--- src/rtl/phy_rst_pkg.sv ---
package phy_rst_pkg;
  localparam int NUM_PORTS   = 2;
  localparam int MGMT_ADDR_W = 5;
  localparam int STRAP_ADDR_W = MGMT_ADDR_W - 1;

  typedef struct packed {
    logic [MGMT_ADDR_W-1:0] addr;
    logic                   repeater;
    logic                   fiber;
    logic                   isolate;
  } port_cfg_t;
endpackage

--- src/rtl/hw_rst_qual.sv ---
module hw_rst_qual #(
  parameter int HW_MIN_CYC = 250000
) (
  input  logic clk,
  input  logic rst,
  input  logic pin_n,
  output logic hw_trig
);
  localparam int LO_W = $clog2(HW_MIN_CYC + 1);

  logic [LO_W-1:0] lo_cnt;

  // trigger on the edge that completes the qualifying low run, and every edge after it
  assign hw_trig = !pin_n && (lo_cnt >= LO_W'(HW_MIN_CYC - 1));

  always_ff @(posedge clk) begin
    if (rst || pin_n) begin
      lo_cnt <= '0;
    end else if (lo_cnt != LO_W'(HW_MIN_CYC)) begin
      lo_cnt <= lo_cnt + 1'b1;
    end
  end

  AST_SHORT_IGNORED: assert property (@(posedge clk) disable iff (rst)
    (pin_n && $past(pin_n)) |-> !hw_trig) else $error("trigger without low pin");
endmodule

--- src/rtl/port_rst_seq.sv ---
module port_rst_seq
  import phy_rst_pkg::*;
#(
  parameter int PORT_IDX = 0,
  parameter int SEQ_CYC  = 16
) (
  input  logic                    clk,
  input  logic                    rst,
  input  logic                    reload,
  input  logic [STRAP_ADDR_W-1:0] strap_addr,
  input  logic                    strap_mode,
  input  logic                    strap_fiber,
  output logic                    busy,
  output port_cfg_t               cfg
);
  localparam int CNT_W = $clog2(SEQ_CYC + 1);
  localparam logic ADDR_LSB = (PORT_IDX != 0);
  localparam port_cfg_t CFG_DEFAULT = '{
    addr:     {{STRAP_ADDR_W{1'b0}}, ADDR_LSB},
    repeater: 1'b0,
    fiber:    1'b0,
    isolate:  (PORT_IDX == 0)
  };

  logic [CNT_W-1:0] cnt;
  logic             last;
  logic             iso_next;

  assign last = !reload && (cnt == CNT_W'(1));

  generate
    if (PORT_IDX == 0) begin : g_iso
      assign iso_next = (strap_addr == '0);
    end else begin : g_no_iso
      assign iso_next = 1'b0;
    end
  endgenerate

  always_ff @(posedge clk) begin
    if (rst) begin
      cnt  <= CNT_W'(SEQ_CYC);
      busy <= 1'b1;
    end else if (reload) begin
      cnt  <= CNT_W'(SEQ_CYC);
      busy <= 1'b1;
    end else if (cnt != '0) begin
      cnt  <= cnt - 1'b1;
      busy <= (cnt != CNT_W'(1));
    end
  end

  always_ff @(posedge clk) begin
    if (rst) begin
      cfg <= CFG_DEFAULT;
    end else if (last) begin
      cfg.addr     <= {strap_addr, ADDR_LSB};
      cfg.repeater <= strap_mode;
      cfg.fiber    <= strap_fiber;
      cfg.isolate  <= iso_next;
    end
  end

  AST_RELOAD_BUSY: assert property (@(posedge clk) disable iff (rst)
    reload |=> busy) else $error("reload did not raise busy");
  AST_CFG_FROZEN: assert property (@(posedge clk) disable iff (rst)
    (!busy && !reload) |=> $stable(cfg)) else $error("config moved while idle");
  AST_CAPTURE_AT_END: assert property (@(posedge clk) disable iff (rst)
    $fell(busy) |-> (cfg.addr[MGMT_ADDR_W-1:1] == $past(strap_addr)
                     && cfg.repeater == $past(strap_mode)
                     && cfg.fiber == $past(strap_fiber))) else $error("capture mismatch");
endmodule

--- src/rtl/phy_rst_strap_ctrl.sv ---
module phy_rst_strap_ctrl
  import phy_rst_pkg::*;
#(
  parameter int HW_MIN_CYC = 250000,
  parameter int SEQ_CYC    = 16
) (
  input  logic                              clk,
  input  logic                              rst,
  input  logic                              hw_rst_n,
  input  logic                              reg_wr_en,
  input  logic                              reg_wr_port,
  input  logic [MGMT_ADDR_W-1:0]            reg_wr_addr,
  input  logic                              reg_wr_rst_bit,
  input  logic [STRAP_ADDR_W-1:0]           strap_addr,
  input  logic [NUM_PORTS-1:0]              strap_mode,
  input  logic [NUM_PORTS-1:0]              strap_fiber,
  output logic [NUM_PORTS*MGMT_ADDR_W-1:0]  port_addr,
  output logic [NUM_PORTS-1:0]              port_repeater,
  output logic [NUM_PORTS-1:0]              port_fiber,
  output logic [NUM_PORTS-1:0]              mii_isolate,
  output logic [NUM_PORTS-1:0]              rst_busy
);
  localparam logic [MGMT_ADDR_W-1:0] CTRL_REG_ADDR = '0;

  logic                 hw_trig;
  logic                 sw_hit;
  logic [NUM_PORTS-1:0] reload;

  hw_rst_qual #(.HW_MIN_CYC(HW_MIN_CYC)) u_qual (
    .clk     (clk),
    .rst     (rst),
    .pin_n   (hw_rst_n),
    .hw_trig (hw_trig)
  );

  assign sw_hit = reg_wr_en && reg_wr_rst_bit && (reg_wr_addr == CTRL_REG_ADDR);

  generate
    for (genvar p = 0; p < NUM_PORTS; p++) begin : g_port
      port_cfg_t cfg;

      assign reload[p] = hw_trig || (sw_hit && (reg_wr_port == 1'(p)));

      port_rst_seq #(.PORT_IDX(p), .SEQ_CYC(SEQ_CYC)) u_seq (
        .clk         (clk),
        .rst         (rst),
        .reload      (reload[p]),
        .strap_addr  (strap_addr),
        .strap_mode  (strap_mode[p]),
        .strap_fiber (strap_fiber[p]),
        .busy        (rst_busy[p]),
        .cfg         (cfg)
      );

      assign port_addr[p*MGMT_ADDR_W +: MGMT_ADDR_W] = cfg.addr;
      assign port_repeater[p] = cfg.repeater;
      assign port_fiber[p]    = cfg.fiber;
      assign mii_isolate[p]   = cfg.isolate;
    end
  endgenerate

  AST_HW_BOTH_BUSY: assert property (@(posedge clk) disable iff (rst)
    hw_trig |=> (rst_busy == '1)) else $error("hw reset missed a port");
  AST_ISOLATE_MATCH: assert property (@(posedge clk) disable iff (rst)
    mii_isolate[0] == (port_addr[MGMT_ADDR_W-1:1] == '0)) else $error("isolate mismatch");
  AST_WRITE_IGNORED: assert property (@(posedge clk) disable iff (rst)
    (reg_wr_en && !reg_wr_rst_bit && !hw_trig && rst_busy == '0) |=> (rst_busy == '0))
    else $error("write without reset bit started a reset");
endmodule

--- config.mk ---
export PLATFORM = sky130hd
export DESIGN_NAME = phy_rst_strap_ctrl
export DESIGN_NICKNAME = d
export VERILOG_FILES = /design/src/rtl/phy_rst_pkg.sv /design/src/rtl/hw_rst_qual.sv /design/src/rtl/port_rst_seq.sv /design/src/rtl/phy_rst_strap_ctrl.sv
export SDC_FILE = /design/constraint.sdc
export NUM_CORES = 1
export LEC_CHECK = 0
export ABC_CLOCK_PERIOD_IN_PS = 2400
export BUFFER_PORTS_ARGS = -buffer_cell sky130_fd_sc_hd__buf_2
export CORE_ASPECT_RATIO = 0.7
export CORE_MARGIN = 10
export CORE_UTILIZATION = 55
export CTS_CLUSTER_SIZE = 40
export DETAILED_ROUTE_END_ITERATION = 10
export PLACE_DENSITY = 0.9
export SLEW_MARGIN = 20
export SYNTH_ARGS = -nofsm -noshare
export SYNTH_HDL_FRONTEND = slang
export SYNTH_SLANG_ARGS = --single-unit
--- constraint.sdc ---
create_clock -name clk -period 2.4 [get_ports clk]
set_input_delay 0.12 -clock clk [delete_from_list [all_inputs] [get_ports clk]]
set_output_delay 0.12 -clock clk [all_outputs]
set_load 0.03 [all_outputs]
After elaboration in Yosys (flattened, before gate mapping)
Index checks and enable logic that the tools add are counted.

word-level totals
  output and inout port bits = 18
  bits of input ports = 19
  bits in registers = 43
  word-level logic and storage cells = 41

cells by class
  add/sub/neg operators = 3
  equality and inequality tests = 5
  $lt $le $gt $ge = 1
  reductions and logical operators = 19
  bitwise logic cells = 1

operators by type and width
  operator                                                   number
  adder 18 x 1 -> 18 bit, second input constant              1
  greater-or-equal comparator 18 bit, second input constant  1
  != test 18 bit, second input constant                      1
  == test 5 x 1 -> 1 bit, second input constant              2
  != test 5 x 1 -> 1 bit, second input constant              2
  nonzero test 5 bit                                         2
  subtractor 5 x 1 -> 5 bit, second input constant           2
  logical AND 1 bit                                          7
  zero test 5 bit                                            1
  zero test 4 bit                                            1
  OR reduction 2 bit                                         2
  zero test 1 bit                                            3
  logical OR 1 bit                                           3
  NOT 1 bit                                                  1

Logic depth before layout (Yosys ltp)
  depth after elaboration = 6
  depth in mapped cells = 7
  gate-level depth less buffers = 6

By module
Synthesis repeated with hierarchy kept, for this count alone.

second synthesis, totals
  cell total of the unflattened synthesis = 245
  area total of the unflattened synthesis = 2143.3 µm²

by module, submodules not included
  module                          cells an instance  sequential area each (µm²)  area an instance (µm²)  instances
  hw_rst_qual                     112                360.3                       917.1                   1
  port_rst_seq (g_port[0].u_seq)  67                 260.2                       591.8                   1
  port_rst_seq (g_port[1].u_seq)  61                 240.2                       591.8                   1
  phy_rst_strap_ctrl              5                  0.0                         42.5                    1

Least setup slack after synthesis
No wires, ideal clock.

  path type = flip-flop to flip-flop
  start = register u_qual.lo_cnt[8]
  end = register g_port[1].u_seq.cnt[4]
  slack = 519 ps
  path buffers = 1
  arrival time = 1754 ps
  setup time = 127 ps
  data required time = 2273 ps
  cell stages (with the launch flop) = 6
  cells stage by stage = dfxtp_1 > or4_4 > and2_4 > o31a_1 > buf_6 > or3_1

on the way
  word-level cells in the longest chain between the ends = 4

RTL lines
  element                              RTL line                  source
  start: declaration                   hw_rst_qual.sv:11         logic [LO_W-1:0] lo_cnt;
  start signal: assignment             hw_rst_qual.sv:20         lo_cnt <= lo_cnt + 1'b1;
  greater-or-equal comparator 18 bit   hw_rst_qual.sv:14         assign hw_trig = !pin_n && (lo_cnt >= LO_W'(HW_MIN_CYC - 1));
  logical AND 1 bit                    hw_rst_qual.sv:14
  logical OR 1 bit                     phy_rst_strap_ctrl.sv:42  assign reload[p] = hw_trig || (sw_hit && (reg_wr_port == 1'(p)));
  OR reduction 2 bit (no source line)  n/a
  end signal: assignment               port_rst_seq.sv:41        cnt <= CNT_W'(SEQ_CYC);
  end signal: assignment               port_rst_seq.sv:44        cnt <= CNT_W'(SEQ_CYC);
  end signal: assignment               port_rst_seq.sv:47        cnt <= cnt - 1'b1;
  end: declaration                     port_rst_seq.sv:25        logic [CNT_W-1:0] cnt;

Every way passes these cells.
A chain may end at the register's enable or synchronous reset.

Worst setup path after layout
  start = register u_qual.lo_cnt[8]
  end = register, netlist name g_port[0].u_seq.cfg[0]

on the way
  word-level cells in the longest chain between the ends = 5

RTL lines
  element                             RTL line                  source
  greater-or-equal comparator 18 bit  hw_rst_qual.sv:14
  logical AND 1 bit                   hw_rst_qual.sv:14
  logical OR 1 bit                    phy_rst_strap_ctrl.sv:42
  zero test 1 bit                     port_rst_seq.sv:29        assign last = !reload && (cnt == CNT_W'(1));
  logical AND 1 bit                   port_rst_seq.sv:29

Every way passes these cells.

==> impl_metrics.csv <==
group,metric,value,unit
run_status,status,"finished clean",
synth,synth_top_cell_area_share,40.8,%
global_routing,grt_first_pass_wirelength,7800,um
layout,mostFrequentLayoutCell,"dfxtp_1",
sta,tns,0,ns
floorplan,die_x,94.0,um
placement,dp_hpwl,3490,um
synth,yosysSeqAreaShare,40.8,%
synth,avgSynthCellArea,8.62,um2
global_routing,grt_max_degree,24,
pwr,swShare,31.4,%
layout,fin_area,2410,um2
sta,clock_skew,0.00429,ns
pwr,combPwrFrac,26.3,%
pwr,p_switching,645,uW
worst_setup_path,path_depth,4,
synth,yosys.area_share.adder,3.56,%
clocking,cts_tree,"yes",
layout,area_growth_syn_to_layout,14.4,%
routing,num_vias,1853,
synth,synth_area,2110,um2
layout,fin_nets,302,
clocking,cts_root_buffer,"clkbuf_8",
pwr,power.density,852,nW/um2
global_routing,grt.overflow.total,0,
clocking,clock_sinks,43,
floorplan,ioPinCount,37,
clocking,cts_buffer_depth,2,
routing,drc,0,
layout,final_cell_mix,"dfxtp_1 (43), buf_2 (33), nand2_1 (28)",
worst_setup_path,reg2reg_depth,4,
worst_setup_path,max_stage_delay,0.57,ns
clocking,cts_hold_buffers,0,
pwr,vdd_drop_max,0.556,mV
placement,post_dp_cell_area,2290,um2
synth,synth_top_family_by_area,"simple AND/OR/NAND/NOR gates",
sta,rsz0062_at_grt,"false",
global_routing,grt_pass1_vias,1667,
clocking,cts_resized,0,
sta,setup_viol_count_final,0,
routing,wl_per_cell,14.8,um
worst_setup_path,crit_family,"compound AO/OA/AOI/OAI gates",
synth,yosysTopAreaCell,"dfxtp_1",
synth,synth_seq_cells,43,
floorplan,die_h,71.8,um
sta,tightest_slew,0.698,ns
synth,synth_cells,245,
layout,fillers,278,
floorplan,fp.coreArea,3600,um2
clocking,cts_made_buffers,5,
placement,finalWeightedCongestion,0.827,
worst_setup_path,cpMaxStageDelayCell,"or4_4",
worst_setup_path,crit_path_cell_trace,"or4_4, a211oi_1, o211a_1, mux2i_1",
layout,multi_input_area,1120,um2
clocking,clk_pin_slew,0.08,ns
floorplan,row_count,18,
routing,vias_per_cell,5.65,
worst_setup_path,critPathArrivalTime,2.27,ns
pwr,p_seq_share,44.7,%
synth,synth_compound_area_share,9.48,%
routing,wirelength,4860,um
synth,synthDistinctLibCells,40,
worst_hold_path,hold_depth,3,
sta,min_period_over_period,85.1,%
sta,fmax,0.490,GHz
clocking,cts_setup_buffers,0,
placement,io_buffer_count,33,
pwr,p_int,1.41,mW
worst_setup_path,crit_type,"register to register",
floorplan,initial_core_util,58.6,%
synth,yosys.area_share.simple,25.4,%
worst_hold_path,worst_hold_path_type,"input pin to register",
layout,drive_gt1_share,18.0,%
pwr,pwr-share-clk,29.0,%
sta,slew_viol_final,0,
job,maxCapViolations,0,
floorplan,die_area,6760,um2
global_routing,grtUsageTotal,13.9,%
routing,drt-initial-drc-count,145,
synth,synth_area_leaders,"dfxtp_1 (41%), mux2i_1 (6.2%), xnor2_1 (5.4%), nand2_1 (5.0%), nor3_1 (4.0%)",
routing,ant_nets,0,
worst_setup_path,required,2.63,ns
sta,final_hold_viol_count,0,
clocking,cts-htree-levels,2,
worst_setup_path,worst_setup_path_end_kind,"register",
synth,ys_warn_count,0,
worst_setup_path,path_buf_inv,0,
worst_setup_path,crit_path_max_fanout,7,
worst_setup_path,cp-start-kind,"register",
global_routing,antenna_found_initial,0,
clocking,clk_latency,0.30,ns
layout,antennaDiodeCount,0,
layout,final-seq-area,861,um2
sta,slew_headroom,53.0,%
synth,synth_xor_area_share,6.22,%
sta,period_minus_slack,2.04,ns
pwr,leakagePower,0.946,nW
routing,drt_pass1_iterations,5,
synth,synthMuxAreaShare,7.77,%
-- final cells by class --
class,count,share of cell area (%)
multi-input cells,175,46.3
flip-flops and latches,43,35.6
repair buffers,37,8.08
clock buffers,6,3.42
well taps,50,2.59
inverters,15,2.33
clock inverters,2,1.61
-- cells by family (layout without fill, tap and decap cells) --
group                      after synthesis  after routing
and+or+nand+nor                        105            105
DFF                                     43             43
AOI/OAI and AO/OA                       30             30
buffers and inverters                   28             60
muxes                                   16             16
xor gates and xnor gates                15             15
adders and majority gates                6              6
other                                    2              3
-- cells in the mapped netlist, drive strengths merged --
cell	number
clkbuf	4
o41ai	1
nand2b	1
nor2b	1
nor4	8
or4b	1
mux2	3
and4	1
a21oi	10
nor2	19
o211a	3
nand2	28
or3	4
nand3	10
o31a	3
dfxtp	43
o41a	1
nand4	3
nor4b	3
mux2i	13
nand4b	2
o31ai	1
buf	9
nand3b	2
ha	6
conb	2
a211oi	1
xnor2	13
o21ai	7
a211o	1
inv	15
o211ai	2
xor2	2
or4	3
nor3	17
and2	1
and3	1
-- power by group through the flow --
stage / registers (mW) / logic, mW / clock network, mW
final: 0.919 / 0.542 / 0.596
after global routing: 0.939 / 0.612 / 0.635
after CTS: 0.917 / 0.542 / 0.608
after detailed placement: 0.931 / 0.529 / 0
after global placement: 0.922 / 0.516 / 0
after floorplan: 0.946 / 0.388 / 0
-- tightest hold or removal path, cell delays in order --
cell,delay [ns]
buf_2,0.09
nand2_1,0.04
mux2i_1,0.05
-- stage by stage --
step	utilization [%]	setup slack, ns	hold WS [ns]	total power, mW	instances
2_1_floorplan	-	0.519	0.262	1.33	246
3_3_place_gp	63.6	0.449	0.370	1.44	320
3_5_place_dp	63.6	0.406	0.372	1.46	320
4_1_cts	67.0	0.381	0.0485	2.07	328
5_1_grt	67.0	0.248	0.0650	2.19	328
6_report	67.0	0.359	0.0550	2.06	328
-- state kept, by name, indices dropped and copies added, names as in the netlist --
name	cells
g_port.u_seq.busy	2
g_port.u_seq.cnt	10
g_port.u_seq.cfg	13
u_qual.lo_cnt	18
-- worst paths after layout --
kind | start | to | slack (ns)
max | u_qual.lo_cnt[8]$_SDFFE_PP0P_ | g_port[0].u_seq.cfg[0]$_SDFFE_PP1P_ | 0.36
min | strap_fiber[0] | g_port[0].u_seq.cfg[1]$_SDFFE_PP0P_ | 0.05
max reg2reg | u_qual.lo_cnt[8]$_SDFFE_PP0P_ | g_port[0].u_seq.cfg[0]$_SDFFE_PP1P_ | 0.36
min reg2reg | g_port[0].u_seq.cfg[1]$_SDFFE_PP0P_ | g_port[0].u_seq.cfg[1]$_SDFFE_PP0P_ | 0.46
-- routing by layer --
layer / track usage [%] / routed length (um)
met5: 0 / 0
met4: 4.03 / 73
met3: 4.99 / 318
met2: 21.7 / 2170
met1: 17.7 / 2290
(Power assumes the default switching activity.)
